--- config.mk ---
export PLATFORM = sky130hd
export DESIGN_NAME = rx_out_framer
export DESIGN_NICKNAME = d
export VERILOG_FILES = /design/src/rtl/rx_out_framer_pkg.sv /design/src/rtl/rx_env_ctl.sv /design/src/rtl/rx_bit_timer.sv /design/src/rtl/rx_ser_out.sv /design/src/rtl/rx_out_framer.sv
export SDC_FILE = /design/constraint.sdc
export NUM_CORES = 1
export LEC_CHECK = 0
export ABC_AREA = 0
export CORE_AREA = 3 3 40 42
export CTS_CLUSTER_DIAMETER = 80
export DETAILED_ROUTE_END_ITERATION = 10
export DIE_AREA = 0 0 43 45
export DONT_BUFFER_PORTS = 1
export GPL_ROUTABILITY_DRIVEN = 0
export GPL_TIMING_DRIVEN = 0
export SYNTH_ARGS = -nofsm -noshare
export SYNTH_HDL_FRONTEND = slang
export SYNTH_SLANG_ARGS = --single-unit
--- constraint.sdc ---
create_clock -name clk -period 2.78 [get_ports clk]
set_input_delay 0.139 -clock clk [delete_from_list [all_inputs] [get_ports clk]]
set_output_delay 0.139 -clock clk [all_outputs]
set_load 0.02 [all_outputs]
--- src/rtl/rx_out_framer_pkg.sv ---
package rx_out_framer_pkg;

    typedef enum logic [1:0] {
        RATE_1M   = 2'd0,
        RATE_2M   = 2'd1,
        RATE_5M5  = 2'd2,
        RATE_11M  = 2'd3
    } rate_e;

    // Bit rate in kbit/s for each rate code.
    function automatic int rate_kbps(input rate_e code);
        case (code)
            RATE_1M:  return 1000;
            RATE_2M:  return 2000;
            RATE_5M5: return 5500;
            default:  return 11000;
        endcase
    endfunction

    // Half bit period in system clock cycles.
    function automatic int half_cycles(input int clk_khz, input rate_e code);
        return clk_khz / (2 * rate_kbps(code));
    endfunction

    // Frame control events shared by the sub-blocks.
    typedef struct packed {
        logic kill;   // standby or header error: close everything
        logic start;  // delimiter accepted: open envelope
    } frm_ev_t;

endpackage

--- src/rtl/rx_env_ctl.sv ---
module rx_env_ctl
    import rx_out_framer_pkg::*;
(
    input  logic    clk,
    input  logic    rst,
    input  logic    rx_en,
    input  logic    sfd_det,
    input  logic    hdr_err,
    output frm_ev_t ev,
    output logic    env_q
);
    always_comb begin
        ev.kill  = !rx_en || hdr_err;
        ev.start = sfd_det && !ev.kill && !env_q;
    end

    always_ff @(posedge clk) begin
        if (rst || ev.kill) begin
            env_q <= 1'b0;
        end else if (ev.start) begin
            env_q <= 1'b1;
        end
    end
endmodule

--- src/rtl/rx_bit_timer.sv ---
module rx_bit_timer
    import rx_out_framer_pkg::*;
#(
    parameter int CLK_KHZ = 44000,
    parameter int CNT_W   = 5
) (
    input  logic        clk,
    input  logic        rst,
    input  frm_ev_t     ev,
    input  logic        env_q,
    input  logic        bit_stb,
    input  logic [1:0]  rate_sel,
    output logic        accept,
    output logic        phase_q
);
    logic [CNT_W-1:0] cnt_q;
    logic [CNT_W-1:0] reload;

    always_comb begin
        accept = env_q && !ev.kill && bit_stb;
        reload = CNT_W'(half_cycles(CLK_KHZ, rate_e'(rate_sel)) - 1);
    end

    always_ff @(posedge clk) begin
        if (rst || ev.kill) begin
            phase_q <= 1'b0;
            cnt_q   <= '0;
        end else if (ev.start) begin
            phase_q <= 1'b1;
            cnt_q   <= '0;
        end else if (accept) begin
            phase_q <= 1'b0;
            cnt_q   <= reload;
        end else if (env_q && !phase_q) begin
            if (cnt_q == '0) begin
                phase_q <= 1'b1;
            end else begin
                cnt_q <= cnt_q - 1'b1;
            end
        end
    end
endmodule

--- src/rtl/rx_ser_out.sv ---
module rx_ser_out
    import rx_out_framer_pkg::*;
(
    input  logic    clk,
    input  logic    rst,
    input  frm_ev_t ev,
    input  logic    accept,
    input  logic    bit_in,
    input  logic    env_q,
    input  logic    phase_q,
    input  logic    crc_field,
    input  logic    clk_inv,
    output logic    rx_bclk,
    output logic    rx_data
);
    logic data_q;
    logic crc_q;

    always_ff @(posedge clk) begin
        if (rst) begin
            data_q <= 1'b0;
            crc_q  <= 1'b0;
        end else begin
            crc_q <= crc_field;
            if (ev.kill || ev.start) begin
                data_q <= 1'b0;
            end else if (accept) begin
                data_q <= bit_in;
            end
        end
    end

    always_comb begin
        rx_bclk = env_q && !crc_q && (phase_q ^ clk_inv);
        rx_data = env_q && data_q;
    end
endmodule

--- src/rtl/rx_out_framer.sv ---
module rx_out_framer
    import rx_out_framer_pkg::*;
#(
    parameter int CLK_KHZ = 44000
) (
    input  logic       clk,
    input  logic       rst,
    input  logic       rx_en,
    input  logic       sfd_det,
    input  logic       hdr_err,
    input  logic       crc_field,
    input  logic       bit_stb,
    input  logic       bit_in,
    input  logic [1:0] rate_sel,
    input  logic       clk_inv,
    output logic       rx_env,
    output logic       rx_bclk,
    output logic       rx_data
);
    localparam int MAX_HALF = half_cycles(CLK_KHZ, RATE_1M);
    localparam int CNT_W    = (MAX_HALF < 2) ? 1 : $clog2(MAX_HALF);

    frm_ev_t ev;
    logic    env_q;
    logic    accept;
    logic    phase_q;

    rx_env_ctl u_env (
        .clk     (clk),
        .rst     (rst),
        .rx_en   (rx_en),
        .sfd_det (sfd_det),
        .hdr_err (hdr_err),
        .ev      (ev),
        .env_q   (env_q)
    );

    rx_bit_timer #(
        .CLK_KHZ (CLK_KHZ),
        .CNT_W   (CNT_W)
    ) u_timer (
        .clk      (clk),
        .rst      (rst),
        .ev       (ev),
        .env_q    (env_q),
        .bit_stb  (bit_stb),
        .rate_sel (rate_sel),
        .accept   (accept),
        .phase_q  (phase_q)
    );

    rx_ser_out u_ser (
        .clk       (clk),
        .rst       (rst),
        .ev        (ev),
        .accept    (accept),
        .bit_in    (bit_in),
        .env_q     (env_q),
        .phase_q   (phase_q),
        .crc_field (crc_field),
        .clk_inv   (clk_inv),
        .rx_bclk   (rx_bclk),
        .rx_data   (rx_data)
    );

    assign rx_env = env_q;
endmodule

==> results of run 1 <==
==> synth_stat cells (all sizes together), types with 2 or more instances <==
cell / count
nor2: 5
nor3b: 2
dfxtp: 9
xnor2: 2
a21oi: 3
nand2: 5
inv: 5
nor2b: 2
xor2: 2
and2: 2
ha: 4
nand3: 4
a211oi: 2
==> stage by stage <==
| stage | hold slack (ps) | power [mW] | setup WS (ps) | std cells | cell area [µm²] |
|---|---|---|---|---|---|
| finish | 13.2 | 0.248 | 988 | 79 | 562 |
| floorplan | 211 | 0.144 | 1100 | 58 | 497 |
| CTS | 6.71 | 0.253 | 999 | 79 | 562 |
| global route | 16.7 | 0.265 | 909 | 79 | 562 |
| global placement | 219 | 0.146 | 1030 | 73 | 515 |
| detailed placement | 218 | 0.146 | 1010 | 73 | 515 |
==> power by group <==
group | switching [mW] | leakage, nW | internal [mW]
clock network | 0.0468 | 0.0150 | 0.0554
registers | 0.00201 | 0.0729 | 0.131
logic | 0.00606 | 0.120 | 0.00709
total | 0.0548 | 0.208 | 0.193
==> sequential cells by signal, summed over array words and instances (netlist names) <==
register / flops
u_timer.cnt_q: 5
u_env.env_q: 1
u_ser.crc_q: 1
u_ser.data_q: 1
u_timer.phase_q: 1
==> area by class of cell <==
cell class              count  area (µm²)  share of cell area [%]
multi-input cells          43         294                    52.3
flip-flops and latches      9         180                    32.1
clock buffers               4        26.3                    4.68
repair buffers              2        20.0                    3.56
inverters                   5        18.8                    3.34
well taps                  15        18.8                    3.34
plain buffers               1        3.75                   0.668
==> metal layers <==
| metal | GRT usage (%) | share of wire (%) | wire [µm] | vias up |
|---|---|---|---|---|
| met5 | 0 | 0 | 0 | - |
| met4 | 10.8 | 2.4 | 23 | 0 |
| met3 | 3.98 | 3.2 | 31 | 2 |
| met2 | 17.7 | 45 | 435 | 7 |
| met1 | 15.0 | 49 | 473 | 176 |
| li1 | - | - | - | 212 |
==> logic make-up after synthesis <==
family          synth area share, %
buf+inv                        4.53
flops                          36.3
simple gates                   29.0
compound gates                 13.1
fa+ha+maj                      10.1
xor+xnor                       7.05
==> worst paths after layout <==
path                    startpoint                to  slack, ps  depth (start not counted)
hold / removal              bit_in      u_ser.data_q         10                          2
setup reg to reg  u_timer.cnt_q[0]  u_timer.cnt_q[1]        990                          6
setup / recovery  u_timer.cnt_q[0]  u_timer.cnt_q[1]        990                          6
hold reg to reg       u_ser.data_q      u_ser.data_q        450                          2
==> repair_timing <==
item | CTS | global route
hold buffers | 2 | 0
hold endpoints to repair | 2 | 0
buffers inserted | 0 | 0
==> worst reg2reg max path, delay by kind of cell, from the launching register on <==
family	cells	cell delay, ps
AOI/OAI and AO/OA	1	130
adders and majority gates	1	180
buffers and inverters	1	60
DFF	1	340
and+or+nand+nor	3	1010
==> flow_summary.ini, run 1 <==
[logic_synthesis]
synthTopCellsByArea = dfxtp_1 (36%), ha_1 (10%), nand3_1 (4.0%), inv_1 (3.8%), nand2_1 (3.8%)
yosysUniqueCellTypes = 25
synth_nets = 73
synth_flop_cell = dfxtp_1
synth-seq-cells = 9
synth_area_leader_cell = dfxtp_1
synthCells = 58
syn_avg_cell_area_um2 = 8.56
syn_area_um2 = 497
yosysWarnings = 0
synth_top_area_share_pct = 36.3
synth_edf_count = 0
synthArstFlopShare_pct = 0
yosysSeqAreaShare_pct = 36.3

[clock_tree]
cts_max_level = 1
cts_tree = built
clk_latency_ps = 260
cts_resized = 0
clk_pin_slew_ps = 60
cts_root_buf = clkbuf_4
clkSinkCount = 9
clockBufferDepth = 2
numCtsBuffers = 3

[timing]
layout_worst_path_cycle_share_pct = 64.5
fmax_mhz = 558
final_hold_viol_count = 0
slew_viol_final = 0
setup_viol = 0
slew_headroom_pct = 55.8
rsz0062_at_grt = false
period_needed_ps = 1790
setup_tns_ps = 0
tightestPinTransition_ps = 661
skew_ps = 4.43

[setup_path]
crit_family = simple AND/OR/NAND/NOR gates
cp_max_fo = 4
cp_slowest_cell = or4b_4
start_kind = register
critPathMaxStageDelay_ps = 480
critPathCaptureType = register
cp.required_ps = 2970
cp.arrival_ps = 1980
crit_chain = inv_1 > ha_1 > or4b_4 > and2_4 > or3_1 > a31oi_1
cp_num_buf_inv = 1
path_class = reg -> reg

[status]
status = finished, final reports clean

[cells_and_area]
final_cell_mix = dfxtp_1 (9), inv_1 (5), nor2_1 (5), nand2_1 (5)
area_delta_synth_final_pct = 13.1
n_fill_cell = 135
drive_gt1_share_pct = 7.81
final_common_cell = dfxtp_1
fin_nets = 80
diodes = 0
finish.utilization_pct = 43.7

[routing]
first_pass_iters = 3
drc_errors = 0
drt_wl_total_um = 965
via_count = 397
wl_per_cell_um = 12.2
ant_nets = 0
drtIter0Drc = 8
via_per_inst = 5.03

[pwr]
irDropWorstVdd_uv = 221
leakagePower_nw = 0.208
cellPowerDensity_nw_per_um2 = 441

[placement]
dpl.hpwl_um = 719
portBuffers = 0

[global_route]
grt_antenna_before_repair = 0
grt_pass1_vias = 397
grt_max_degree = 10
grt_util_all_layers_pct = 12.4
grt_first_pass_wirelength_um = 1690
grt_overflow = 0

[floorplanning]
initial_core_util_pct = 38.7
die_area_um2 = 1940
rows = 13
pin_count = 14
dieWidth_um = 43
die_y_um = 45
core_area_um2 = 1280

[worst_hold_path]
hold_path_class = in -> reg

[run]
drv_cap = 0
Power figures use the tool's default switching activity.
==> run 2: changes to the inputs <==
- ABC_AREA: 0 -> 1
- clock period: 2.78 -> 1.7 ns (I/O delays scaled with it)
==> run 2 against run 1 <==
Compared with the run above: clock power up 74%; flip-flop and latch count unchanged; critical path depth down 4; largest cell class unchanged; global-route usage up 2.7 points; synthesized area up 18%; first-iteration DRC count up 110%; power up 70%; highest routed layer unchanged; largest power group unchanged; count of clock-buffer cells in the layout unchanged; register-to-register slack worse by 750 ps; sequential share of layout area down 5.5 points; cell count up 48%; core utilization up 9.0 points.
==> flow_summary.ini, run 2 <==
[logic_synthesis]
synthSimpleGateAreaFrac_pct = 37.5
synth_common_cells = nand2_1 (20), nor2_1 (20), inv_1 (17)
synthAdderAreaFrac_pct = 8.53
synthArstFlopShare_pct = 0
synth_top_area_share_pct = 30.7
syn_avg_cell_area_um2 = 6.24
yosysUniqueCellTypes = 16
synth_flop_cell = dfxtp_1
muxShareOfSynthArea_pct = 0
synthCells = 94
yosysWarnings = 0
synth_xor_area_share_pct = 0
synth_area_leader_cell = dfxtp_1
synth-seq-cells = 9
yosysSeqAreaShare_pct = 30.7
synth_nets = 109
synth_edf_count = 0
synth_top_family_by_area = simple AND/OR/NAND/NOR gates
syn_area_um2 = 587
synth-compound-area-share_pct = 9.81
synthTopCellsByArea = dfxtp_1 (31%), nand2_1 (13%), nor2_1 (13%), inv_1 (11%), ha_1 (8.5%)

[routing]
first_pass_iters = 4
ant_nets = 0
via_count = 563
drtIter0Drc = 17
drc_errors = 0
via_per_inst = 4.81
wl_per_cell_um = 10.7
drt_wl_total_um = 1260

[clock_tree]
cts_max_level = 1
cts_root_buf = clkbuf_4
cts_tree = built
cts_setup_buffers = 0
clkSinkCount = 9
clk_latency_ps = 270
clk_pin_slew_ps = 70
clockBufferDepth = 2
numCtsBuffers = 3

[setup_path]
critPathCaptureType = output pin
r2r_slack_ps = 240
critPathMaxStageDelay_ps = 590
cp_slowest_cell = dfxtp_1
cp.depth = 2
cp.arrival_ps = 1440
reg2reg_depth = 7
crit_chain = o21ai_0 > a211oi_2
crit_family = flip-flops
cp_num_buf_inv = 0
r2r-end = u_timer.cnt_q[2]
cp.required_ps = 1620
start_kind = register
path_class = reg -> out
cp_max_fo = 7
reg2reg_from = u_env.env_q

[pwr]
cellPowerDensity_nw_per_um2 = 623
clockPowerShare_pct = 41.9
leakagePower_nw = 0.348
p_comb_share_pct = 6.5
pwr-share-seq_pct = 51.6
p_sw_uw = 103
irDropWorstVdd_uv = 247
intPower_uw = 318
swShare_pct = 24.5

[worst_hold_path]
hold_path_class = in -> reg
hold_depth = 3
hp-start = rst
hold_end = u_env.env_q

[timing]
setup_tns_ps = 0
slew_headroom_pct = 71.3
slew_viol_final = 0
setup_viol = 0
skew_ps = 9.30
period_needed_ps = 1520
layout_worst_path_cycle_share_pct = 89.6
setup_ws_ps = 177
tightestPinTransition_ps = 429
final_hold_viol_count = 0
fmax_mhz = 657
rsz0062_at_grt = false
whs_ps = 31.0

[cells_and_area]
finish.utilization_pct = 52.7
fin_nets = 118
largest-register = u_timer.cnt_q
fin_area_um2 = 677
diodes = 0
final_cell_mix = nand2_1 (20), nor2_1 (20), inv_1 (17)
n_fill_cell = 146
area_delta_synth_final_pct = 15.4
largest_register_ff_count = 5
drive_gt1_share_pct = 11.8

[placement]
place_ws_ps = 306
place_area_um2 = 606
dpl.hpwl_um = 907
portBuffers = 0

[floorplanning]
initial_core_util_pct = 45.7
pin_count = 14
core_area_um2 = 1280
die_y_um = 45
rows = 13
dieWidth_um = 43
die_area_um2 = 1940

[global_route]
grt_first_pass_wirelength_um = 2040
grt_antenna_before_repair = 0
grt_util_all_layers_pct = 15.2
grt_pass1_vias = 497
grt_max_degree = 11
grt_overflow = 0

[status]
status = finished, final reports clean

[run]
drv_cap = 0
[run 2: cell count changes after synthesis, sizes merged, moves of 3 or more]
cell,before,now
inv,5,18
nand2,5,24
o21ai,1,5
nor2,5,20
nand3,4,7
[run 2: how the worst max path moves through the flow]
stage,slack [ps],to,startpoint
after floorplan,430,rx_bclk,u_env.env_q
after global placement,320,u_timer.cnt_q[3],u_env.env_q
after detailed placement,310,u_timer.cnt_q[3],u_env.env_q
after CTS,30,rx_bclk,u_env.env_q
after global routing,100,u_timer.cnt_q[3],u_env.env_q
final,180,rx_bclk,u_env.env_q
[run 2: power by group through the flow]
stage / logic, mW / clock network (mW) / registers [mW]
after global placement: 0.0199 / 0 / 0.222
after global routing: 0.0318 / 0.190 / 0.218
after floorplan: 0.0171 / 0 / 0.221
after CTS: 0.0273 / 0.179 / 0.217
final: 0.0274 / 0.177 / 0.217
after detailed placement: 0.0201 / 0 / 0.222
[run 2: layer usage]
metal / global-route usage [%] / wire length (µm)
met1: 17.6 / 565
met2: 23.4 / 592
met3: 5.18 / 61
met4: 10.8 / 36
met5: 0 / 0
[run 2: what timing repair did]
action                     4_1_cts  5_1_grt
hold endpoints to repair         3        0
hold buffers                     4        0
setup endpoints to repair        0        1
gates resized for setup          0        1
[run 2: cell type report]
class / count / area, µm² / share of cell area (%)
clock buffer: 4 / 26.3 / 3.88
multi-input combinational: 66 / 333 / 49.2
timing repair buffer: 4 / 40.0 / 5.91
sequential: 9 / 180 / 26.6
tap: 15 / 18.8 / 2.77
inverter: 18 / 67.6 / 9.98
buffer: 1 / 11.3 / 1.66
[run 2: cell families (layout without fill, tap and decap cells)]
group,Yosys count,after routing
adders and majority gates,4,4
buffers and inverters,19,27
and+or+nand+nor,53,53
DFF,9,9
AOI/OAI and AO/OA,9,9
[run 2: worst min-delay path, delay by kind of cell]
family	cells	cell delay [ps]
buffers and inverters	1	20
AND/OR/NAND/NOR	2	160
[run 2: metrics by stage]
stage / power (mW) / instances
after floorplan: 0.238 / 94
after global placement: 0.242 / 109
after detailed placement: 0.242 / 109
after CTS: 0.423 / 117
after global routing: 0.439 / 117
final: 0.421 / 117
